$ cat src/rtl/swint_pkg.sv
package swint_pkg;
    localparam int SWI_W    = 17;
    localparam int LVL_W    = 4;
    localparam int TICK_LVL = 14;

    typedef enum logic [1:0] {
        ADDR_MAIN = 2'd0,
        ADDR_SET  = 2'd1,
        ADDR_CLR  = 2'd2,
        ADDR_LVL  = 2'd3
    } swint_addr_e;

    typedef enum logic {
        NTF_IDLE  = 1'b0,
        NTF_PULSE = 1'b1
    } ntf_state_e;
endpackage

$ cat src/rtl/swint_lvl_enc.sv
module swint_lvl_enc #(
    parameter int W   = 17,
    parameter int LW  = 4,
    parameter int TL  = 14
) (
    input  logic [W-1:0]  vec,
    output logic [LW-1:0] lvl
);
    localparam logic [LW-1:0] TIMER_LVL = LW'(TL);

    logic timer_hit;
    assign timer_hit = vec[0] | vec[W-1];

    always_comb begin
        lvl = '0;
        for (int i = 1; i < W-1; i++) begin
            if (vec[i]) lvl = LW'(i);
        end
        if (timer_hit && (lvl < TIMER_LVL)) lvl = TIMER_LVL;
    end
endmodule

$ cat src/rtl/swint_regs.sv
module swint_regs
    import swint_pkg::*;
#(
    parameter int W  = 17,
    parameter int LW = 4
) (
    input  logic          clk,
    input  logic          rst_n,
    input  logic          acc_valid,
    input  logic          acc_write,
    input  logic [1:0]    acc_addr,
    input  logic [W-1:0]  acc_wdata,
    input  logic          acc_priv,
    input  logic          tick_set,
    input  logic          stick_set,
    output logic [W-1:0]  pend_q,
    output logic [W-1:0]  pend_nxt,
    output logic [LW-1:0] pil_q,
    output logic          pil_wr,
    output logic [W-1:0]  rdata_q,
    output logic          fault_q
);
    localparam int PAD_W = W - LW;

    swint_addr_e  addr;
    logic         ok_wr;
    logic         ok_rd;
    logic         bad;
    logic [W-1:0] sw_val;
    logic [W-1:0] hw_mask;
    logic [W-1:0] rd_val;

    assign addr    = swint_addr_e'(acc_addr);
    assign ok_wr   = acc_valid && acc_write && acc_priv;
    assign ok_rd   = acc_valid && !acc_write && acc_priv;
    assign bad     = acc_valid && !acc_priv;
    assign pil_wr  = ok_wr && (addr == ADDR_LVL);

    always_comb begin
        hw_mask        = '0;
        hw_mask[0]     = tick_set;
        hw_mask[W-1]   = stick_set;
    end

    always_comb begin
        sw_val = pend_q;
        if (ok_wr) begin
            unique case (addr)
                ADDR_MAIN: sw_val = acc_wdata;
                ADDR_SET:  sw_val = pend_q | acc_wdata;
                ADDR_CLR:  sw_val = pend_q & ~acc_wdata;
                ADDR_LVL:  sw_val = pend_q;
            endcase
        end
        pend_nxt = sw_val | hw_mask;
    end

    always_comb begin
        rd_val = '0;
        if (ok_rd) begin
            unique case (addr)
                ADDR_MAIN, ADDR_SET, ADDR_CLR: rd_val = pend_q;
                ADDR_LVL:                      rd_val = {{PAD_W{1'b0}}, pil_q};
            endcase
        end
    end

    always_ff @(posedge clk) begin
        if (!rst_n) begin
            pend_q  <= '0;
            pil_q   <= '0;
            rdata_q <= '0;
            fault_q <= 1'b0;
        end else begin
            pend_q  <= pend_nxt;
            if (pil_wr) pil_q <= acc_wdata[LW-1:0];
            rdata_q <= rd_val;
            fault_q <= bad;
        end
    end
endmodule

$ cat src/rtl/swint_notify.sv
module swint_notify
    import swint_pkg::*;
(
    input  logic clk,
    input  logic rst_n,
    input  logic trigger,
    output logic pulse
);
    ntf_state_e state_q;
    ntf_state_e state_d;

    always_comb begin
        state_d = state_q;
        unique case (state_q)
            NTF_IDLE:  if (trigger)  state_d = NTF_PULSE;
            NTF_PULSE: if (!trigger) state_d = NTF_IDLE;
        endcase
    end

    always_ff @(posedge clk) begin
        if (!rst_n) state_q <= NTF_IDLE;
        else        state_q <= state_d;
    end

    always_comb begin
        pulse = (state_q == NTF_PULSE);
    end
endmodule

$ cat src/rtl/swint_pending.sv
module swint_pending
    import swint_pkg::*;
#(
    parameter int W  = SWI_W,
    parameter int LW = LVL_W,
    parameter int TL = TICK_LVL
) (
    input  logic          clk,
    input  logic          rst_n,
    input  logic          acc_valid,
    input  logic          acc_write,
    input  logic [1:0]    acc_addr,
    input  logic [W-1:0]  acc_wdata,
    input  logic          acc_priv,
    output logic [W-1:0]  acc_rdata,
    output logic          acc_fault,
    input  logic          tick_match_set,
    input  logic          stick_match_set,
    output logic [LW-1:0] pend_level,
    output logic          irq_req,
    output logic          recheck_pulse
);
    logic [W-1:0]  pend_bits;
    logic [W-1:0]  pend_next;
    logic [LW-1:0] pil_bits;
    logic          pil_write;
    logic [LW-1:0] lvl_now;
    logic [LW-1:0] lvl_next;
    logic          rise;

    swint_regs #(.W(W), .LW(LW)) u_regs (
        .clk      (clk),
        .rst_n    (rst_n),
        .acc_valid(acc_valid),
        .acc_write(acc_write),
        .acc_addr (acc_addr),
        .acc_wdata(acc_wdata),
        .acc_priv (acc_priv),
        .tick_set (tick_match_set),
        .stick_set(stick_match_set),
        .pend_q   (pend_bits),
        .pend_nxt (pend_next),
        .pil_q    (pil_bits),
        .pil_wr   (pil_write),
        .rdata_q  (acc_rdata),
        .fault_q  (acc_fault)
    );

    swint_lvl_enc #(.W(W), .LW(LW), .TL(TL)) u_enc_now (
        .vec(pend_bits),
        .lvl(lvl_now)
    );

    swint_lvl_enc #(.W(W), .LW(LW), .TL(TL)) u_enc_next (
        .vec(pend_next),
        .lvl(lvl_next)
    );

    assign rise = (lvl_next > lvl_now) || pil_write;

    swint_notify u_ntf (
        .clk    (clk),
        .rst_n  (rst_n),
        .trigger(rise),
        .pulse  (recheck_pulse)
    );

    assign pend_level = lvl_now;
    assign irq_req    = (lvl_now > pil_bits);
endmodule

$ cat config.mk
export PLATFORM = sky130hd
export DESIGN_NAME = swint_pending
export DESIGN_NICKNAME = d
export VERILOG_FILES = /design/src/rtl/swint_pkg.sv /design/src/rtl/swint_lvl_enc.sv /design/src/rtl/swint_regs.sv /design/src/rtl/swint_notify.sv /design/src/rtl/swint_pending.sv
export SDC_FILE = /design/constraint.sdc
export NUM_CORES = 1
export LEC_CHECK = 0
export ABC_CLOCK_PERIOD_IN_PS = 2800
export BUFFER_PORTS_ARGS = -buffer_cell sky130_fd_sc_hd__clkbuf_2
export CORE_UTILIZATION = 40
export CTS_CLUSTER_DIAMETER = 30
export DETAILED_ROUTE_END_ITERATION = 6
export PLACE_DENSITY = 0.75
export SLEW_MARGIN = 10
export SYNTH_ARGS = -nofsm -noshare
export SYNTH_HDL_FRONTEND = slang
export SYNTH_HIERARCHICAL = 1
export SYNTH_SLANG_ARGS = --single-unit
$ cat constraint.sdc
create_clock -name clk -period 2.8 [get_ports clk]
set_input_delay 0.28 -clock clk [delete_from_list [all_inputs] [get_ports clk]]
set_output_delay 0.28 -clock clk [all_outputs]
set_load 0.01 [all_outputs]
==> Word level (Yosys, flattened, before mapping) <==
Index checks and enable logic that the tools add are counted.
{ "word_totals": {"regBits": 40, "wordCells": 68, "input_bits": 26, "out_inout_bits": 24} }
{ "classes": {"bitwise_logic": 6, "reduce_logical": 14, "n_mux": 36, "n_lt_le_gt_ge": 4, "n_eq_ne": 3} }
{ "ops": {"columns": ["operator", "n"], "rows": [
  ["$mux 4", 18],
  ["$pmux 17 s4", 1],
  ["$or 17x17->17", 2],
  ["$pmux 17 s2", 1],
  ["$mux 3", 8],
  ["$and 17x17->17", 1],
  ["$mux 17", 1],
  ["$not 17->17", 1],
  ["$gt 4x4->1", 2],
  ["$logic_and 1x1->1", 8],
  ["$lt 4x4->1 const B", 2],
  ["$mux 2", 4],
  ["$eq 2x2->1 const B", 2],
  ["$mux 1", 3],
  ["$reduce_or 3->1", 1],
  ["$eq 2x1->1 const B", 1],
  ["$logic_not 1->1", 2],
  ["$logic_not 2->1", 1],
  ["$or 1x1->1", 2],
  ["$reduce_and 2->1", 1],
  ["$logic_or 1x1->1", 1]
]} }

==> Logic depth before layout (Yosys ltp) <==
{ "logic_depth": {"depth_word": 26, "depth_mapped": 15, "depth_no_buf": 13} }

==> Hierarchy <==
The synthesis kept the hierarchy.
{ "modules_own_cells": {"columns": ["module", "area_per_inst_um2", "cells_each", "seq_area_each_um2", "instances"], "rows": [
  ["swint_regs", 1670.4, 170, 780.7, 1],
  ["swint_lvl_enc", 140.1, 25, 0.0, 2],
  ["swint_pending", 211.5, 27, 0.0, 1],
  ["swint_notify", 26.3, 2, 20.0, 1]
]} }

==> Least setup slack after synthesis <==
No wires, ideal clock.
{ "synth_path": {"path_type": "input -> register", "from": "input port acc_addr[0]", "to": "register u_ntf.state_q, in the netlist u_ntf/pulse", "arrival_time_ns": 2.874, "n_path_buf": 2, "cell_stages": 12, "setup_ns": 0.115, "t_required_ns": 2.685, "slack_ns": -0.189, "path_cell_list": "buf_6 -> and4b_2 -> buf_8 -> o21ai_2 -> a22o_1 -> or4_1 -> or4b_1 -> ha_1 -> a21oi_1 -> a41o_1 -> nand3b_1 -> and2_1"} }
{ "synth_via": {"word_cells_on_any_way": 30, "cone_classes": "order compare: 2; eq/ne: 3; mux: 19; bitwise: 2; reduce/logical: 4"} }
{ "synth_lines": {"columns": ["element", "line_no", "rtl"], "rows": [
  ["start, declared", "swint_pending.sv:12", "input logic [1:0] acc_addr,"],
  ["$eq 2x2->1 (tied with other cells)", "swint_regs.sv:48", "unique case (addr)"],
  ["$pmux 17 s4 *", "swint_regs.sv:48", null],
  ["$mux 17 *", "swint_regs.sv:47", "if (ok_wr) begin"],
  ["$or 17x17->17 *", "swint_regs.sv:55", "pend_nxt = sw_val | hw_mask;"],
  ["net pend_next[8]", "swint_pending.sv:24", "logic [W-1:0] pend_next;"],
  ["$mux 4 * (8 in series)", "swint_lvl_enc.sv:17", "if (vec[i]) lvl = LW'(i);"],
  ["$lt 4x4->1", "swint_lvl_enc.sv:19", "if (timer_hit && (lvl < TIMER_LVL)) lvl = TIMER_LVL;"],
  ["$logic_and 1x1->1", "swint_lvl_enc.sv:19", null],
  ["$mux 4 *", "swint_lvl_enc.sv:19", null],
  ["net lvl_next[3]", "swint_pending.sv:28", "logic [LW-1:0] lvl_next;"],
  ["$gt 4x4->1 *", "swint_pending.sv:59", "assign rise = (lvl_next > lvl_now) || pil_write;"],
  ["$logic_or 1x1->1 *", "swint_pending.sv:59", null],
  ["net rise", "swint_pending.sv:29", "logic rise;"],
  ["$mux 1 *", "swint_notify.sv:15, swint_notify.sv:16", null],
  ["end signal, assigned", "swint_notify.sv:22", "else state_q <= state_d;"],
  ["end, declared", "swint_notify.sv:9", "ntf_state_e state_q;"]
]} }
The timed path passes the listed nets; every way through them passes the cells marked *.
A chain may end at the register's enable or synchronous reset.

==> Worst setup path in the final report <==
{ "layout_path": {"from": "register u_regs.pend_q[5]", "to": "output port irq_req"} }
{ "layout_via": {"elab_chain_len": 15} }
{ "layout_lines": {"columns": ["element", "line_no", "rtl"], "rows": [
  ["start, declared", "swint_regs.sv:16", "output logic [W-1:0] pend_q,"],
  ["start signal, assigned", "swint_regs.sv:75", "pend_q <= pend_nxt;"],
  ["$mux 3 * (3 in series)", "swint_lvl_enc.sv:17", null],
  ["$mux 4 * (8 in series)", "swint_lvl_enc.sv:17", null],
  ["$lt 4x4->1", "swint_lvl_enc.sv:19", null],
  ["$logic_and 1x1->1", "swint_lvl_enc.sv:19", null],
  ["$mux 4 *", "swint_lvl_enc.sv:19", null],
  ["$gt 4x4->1 *", "swint_pending.sv:69", "assign irq_req = (lvl_now > pil_bits);"],
  ["end, declared", "swint_pending.sv:20", "output logic irq_req,"]
]} }
Every way passes the cells marked *; elsewhere a longest branch is shown, timed or not.

==> impl_results.md <==
* Grt total ovfl at 0
* Sequential area share after synthesis at 0.366
* Number of synthesized flops with an enable pin at 0
* Synthesized cell area at 2190 µm²
* Drt first pass iters at 4
* DR vias/cell at 5.36
* Clk slew on worst S/H paths at 0.07 ns
* Post-route clock skew at 0.00485 ns
* # rows at 26
* Period utilisation layout at 0.977
* PortBufs at 49
* Cells after Synth at 249
* Reg-to-reg slack, setup at 0.32 ns
* Worst endpoint required time at 2.52 ns
* Setup crit start kind: flop
* Combinational Power Share at 0.211
* RSZ-0062 raised after global routing: no
* RR Endpoint: u_ntf/pulse
* Netlist cell types at 45
* R2r startpoint: u_regs/pend_q[8]
* Post-synth top area share at 0.366
* #FFs+latches synth at 40
* Area Overhead vs Synth at 26.2%
* Final instance area at 2760 µm²
* Pins Over Slew Limit at 0
* CTS Root Cell: clkbuf_8
* Worst setup EP type: output port
* Routed via count at 2068
* Period minus WS final at 2.73 ns
* Clock power share at 0.290
* Num CTS Buffers at 5
* Area contributors post-synth: dfxtp_1 (37%), a22o_1 (6.0%), and3_1 (4.9%)
* Fmax at 0.366 GHz
* Tot Pwr at 1.18 mW
* Hold/Removal Path Class: in2reg
* Initial antenna violation count at 0
* Post-Syn Area per Cell at 8.79 µm²
* Crit. Startpoint: u_regs/pend_q[5]
* IO Pins at 50
* Ys flop type: dfxtp_1
* Crit path max fanout at 7
* Net count after synthesis at 283
* Final Non-Filler Cells at 386
* # diodes at 0
* Layout cells sized above 1 at 0.339
* Finished Core Util at 0.534
* Htree depth at 2
* Peak supply drop at 0.197 mV
* Total setup buffers inserted after CTS at 0
* Critical path arrival at 2.45 ns
* WS Path Type: reg2out
* CTS Sinks at 40
* DRC at 0
* Crit path capture: irq_req
* Die Area at 5770 µm²
* Max clock buf depth at 2
* Leading area contributor after synthesis: dfxtp_1
* Async S/R FF share, synth at 0
* Routed WL at 5500 µm
* Die height at 76.0 µm
* P_leak at 1.23 nW
* Vias in the first global route at 1894
* Seq pwr share at 0.499
* Sw Ratio at 0.273
* Sw Pwr at 322 µW
* Initial Util at 0.423
* Yosys warning count at 6
* Number of routed nets with antenna violations at 0
* Max-cap violations at 0
* Global Route Usage Sum at 0.193
* Final Setup Violations at 0
* Clock latency on the worst-skew pair at 0.29 ns
* DP Area at 2670 µm²
* Slew headroom at 0.503
* Hold Fails Final Rpt at 0
* Routed len/inst at 14.2 µm
* Die Wd at 76.0 µm
* PD cells at 428 nW/µm²
* 1st-iter DRT viols at 127
* Status: complete, no violations
* Number of cells after detailed placement at 381
* Nets@finish at 352
* Depth of the most critical reg-to-reg path at 9
* CORE AREA at 5170 µm²
* Tightest Pin Transition at 0.727 ns
* Hold Slack at 0.252 ns
* Pint at 860 µW
* GP Congestion at 0.793
* Largest net degree at the start of global routing at 43
* TritonCTS clock tree: done
* HPWL Detailed at 4190 µm
* Global-route wire length before repair at 8840 µm
-- stage by stage --
stage	setup WS, ns	TNS, ns
6_report	0.0658	0
2_1_floorplan	-0.0914	-0.0914
5_1_grt	0.00789	0
4_1_cts	0.0425	0
3_5_place_dp	-0.123	-0.123
3_3_place_gp	-0.102	-0.102
-- critical path, cell delays in order (launching register included) --
cell and delay, ns:
dfxtp_1 0.37, nor2_1 0.11, o21ai_0 0.10, a2111oi_0 0.67, o41ai_1 0.20, inv_1 0.10, ha_1 0.23, and4_1 0.16
a21oi_2 0.09, buf_2 0.13
-- final cells by class --
class                   instances  area [µm²]
fillers                       470        2410
multi-input cells             181        1290
flip-flops and latches         40         805
repair buffers                 75         453
well taps                      70        87.6
clock buffers                   5        68.8
inverters                      15        56.3
-- synthesized netlist by cell type, types with 2 or more instances --
| master | number |
|---|---|
| dfxtp_1 | 40 |
| nor3_1 | 2 |
| and2_1 | 14 |
| mux2i_1 | 4 |
| nand3_1 | 4 |
| o21ai_2 | 10 |
| a211oi_1 | 2 |
| a2111oi_0 | 2 |
| a22o_1 | 15 |
| nor2_1 | 15 |
| nor2b_1 | 3 |
| buf_4 | 2 |
| a31o_1 | 10 |
| and3_1 | 17 |
| nor4_1 | 2 |
| nand2_1 | 17 |
| or3_1 | 2 |
| o21ai_0 | 9 |
| ha_1 | 8 |
| a31o_2 | 5 |
| o41ai_1 | 2 |
| inv_1 | 14 |
| nand4b_1 | 2 |
| buf_2 | 4 |
| a21oi_1 | 14 |
| or4b_1 | 2 |
| a21boi_0 | 2 |
| o211ai_1 | 3 |
| or4_1 | 2 |
| clkbuf_1 | 2 |
| o31ai_1 | 4 |
| clkbuf_2 | 2 |
-- kinds of logic after synthesis --
kind of cell    share of synthesized area
buf+inv                            0.0635
compound gates                      0.282
fa+ha+maj                          0.0457
simple gates                        0.225
flops                               0.366
mux                                0.0183
-- worst min-delay path by stage --
stage / from / to / slack [ns] / cells after the start
final: acc_wdata[0] / u_regs/pil_q[0] / 0.25 / 3
after global routing: acc_wdata[0] / u_regs/pil_q[0] / 0.27 / 3
after CTS: acc_wdata[0] / u_regs/pil_q[0] / 0.25 / 3
after detailed placement: u_regs/pil_q[0] / u_regs/pil_q[0] / 0.48 / 2
after global placement: u_regs/pil_q[0] / u_regs/pil_q[0] / 0.47 / 2
after floorplan: acc_priv / u_regs/fault_q / 0.35 / 1
-- placed cells by master, fill, tap and decap left out, types with 3 or more instances in the layout --
cell type / count
inv_1: 14
buf_4: 25
nor2_1: 15
clkbuf_8: 5
and2_1: 14
a21oi_1: 12
dfxtp_1: 39
nand2_1: 17
a31o_1: 10
a22o_1: 15
nand3_1: 4
and3_1: 17
mux2i_1: 4
ha_1: 6
o21ai_2: 10
a31o_2: 5
a21oi_2: 3
o31ai_1: 4
clkbuf_2: 48
o211ai_1: 3
o21ai_0: 9
nor2b_1: 3
-- layer usage --
layer,track usage,routed length [µm]
met4,0.0885,127
met1,0.252,2550
met2,0.311,2610
met3,0.0337,218
met5,0,0
-- sequential cells by signal (all words and copies together), names as in the netlist --
register        cells
u_regs/fault_q      1
u_ntf/pulse         1
u_regs/pil_q        4
u_regs/pend_q      17
u_regs/rdata_q     17
-- power by group through the flow --
stage	logic [mW]	clock network, mW	registers [mW]
6_report	0.249	0.342	0.590
3_3_place_gp	0.235	0	0.603
3_5_place_dp	0.242	0	0.604
4_1_cts	0.248	0.353	0.590
5_1_grt	0.276	0.374	0.591
2_1_floorplan	0.146	0	0.604
-- timing repair --
| action | CTS | global route |
|---|---|---|
| gates resized for setup | 4 | 3 |
| pin swaps | 0 | 1 |
| hold buffers | 0 | 0 |
| cloned | 0 | 0 |
| setup endpoints to repair | 1 | 1 |
(Power assumes the default switching activity.)
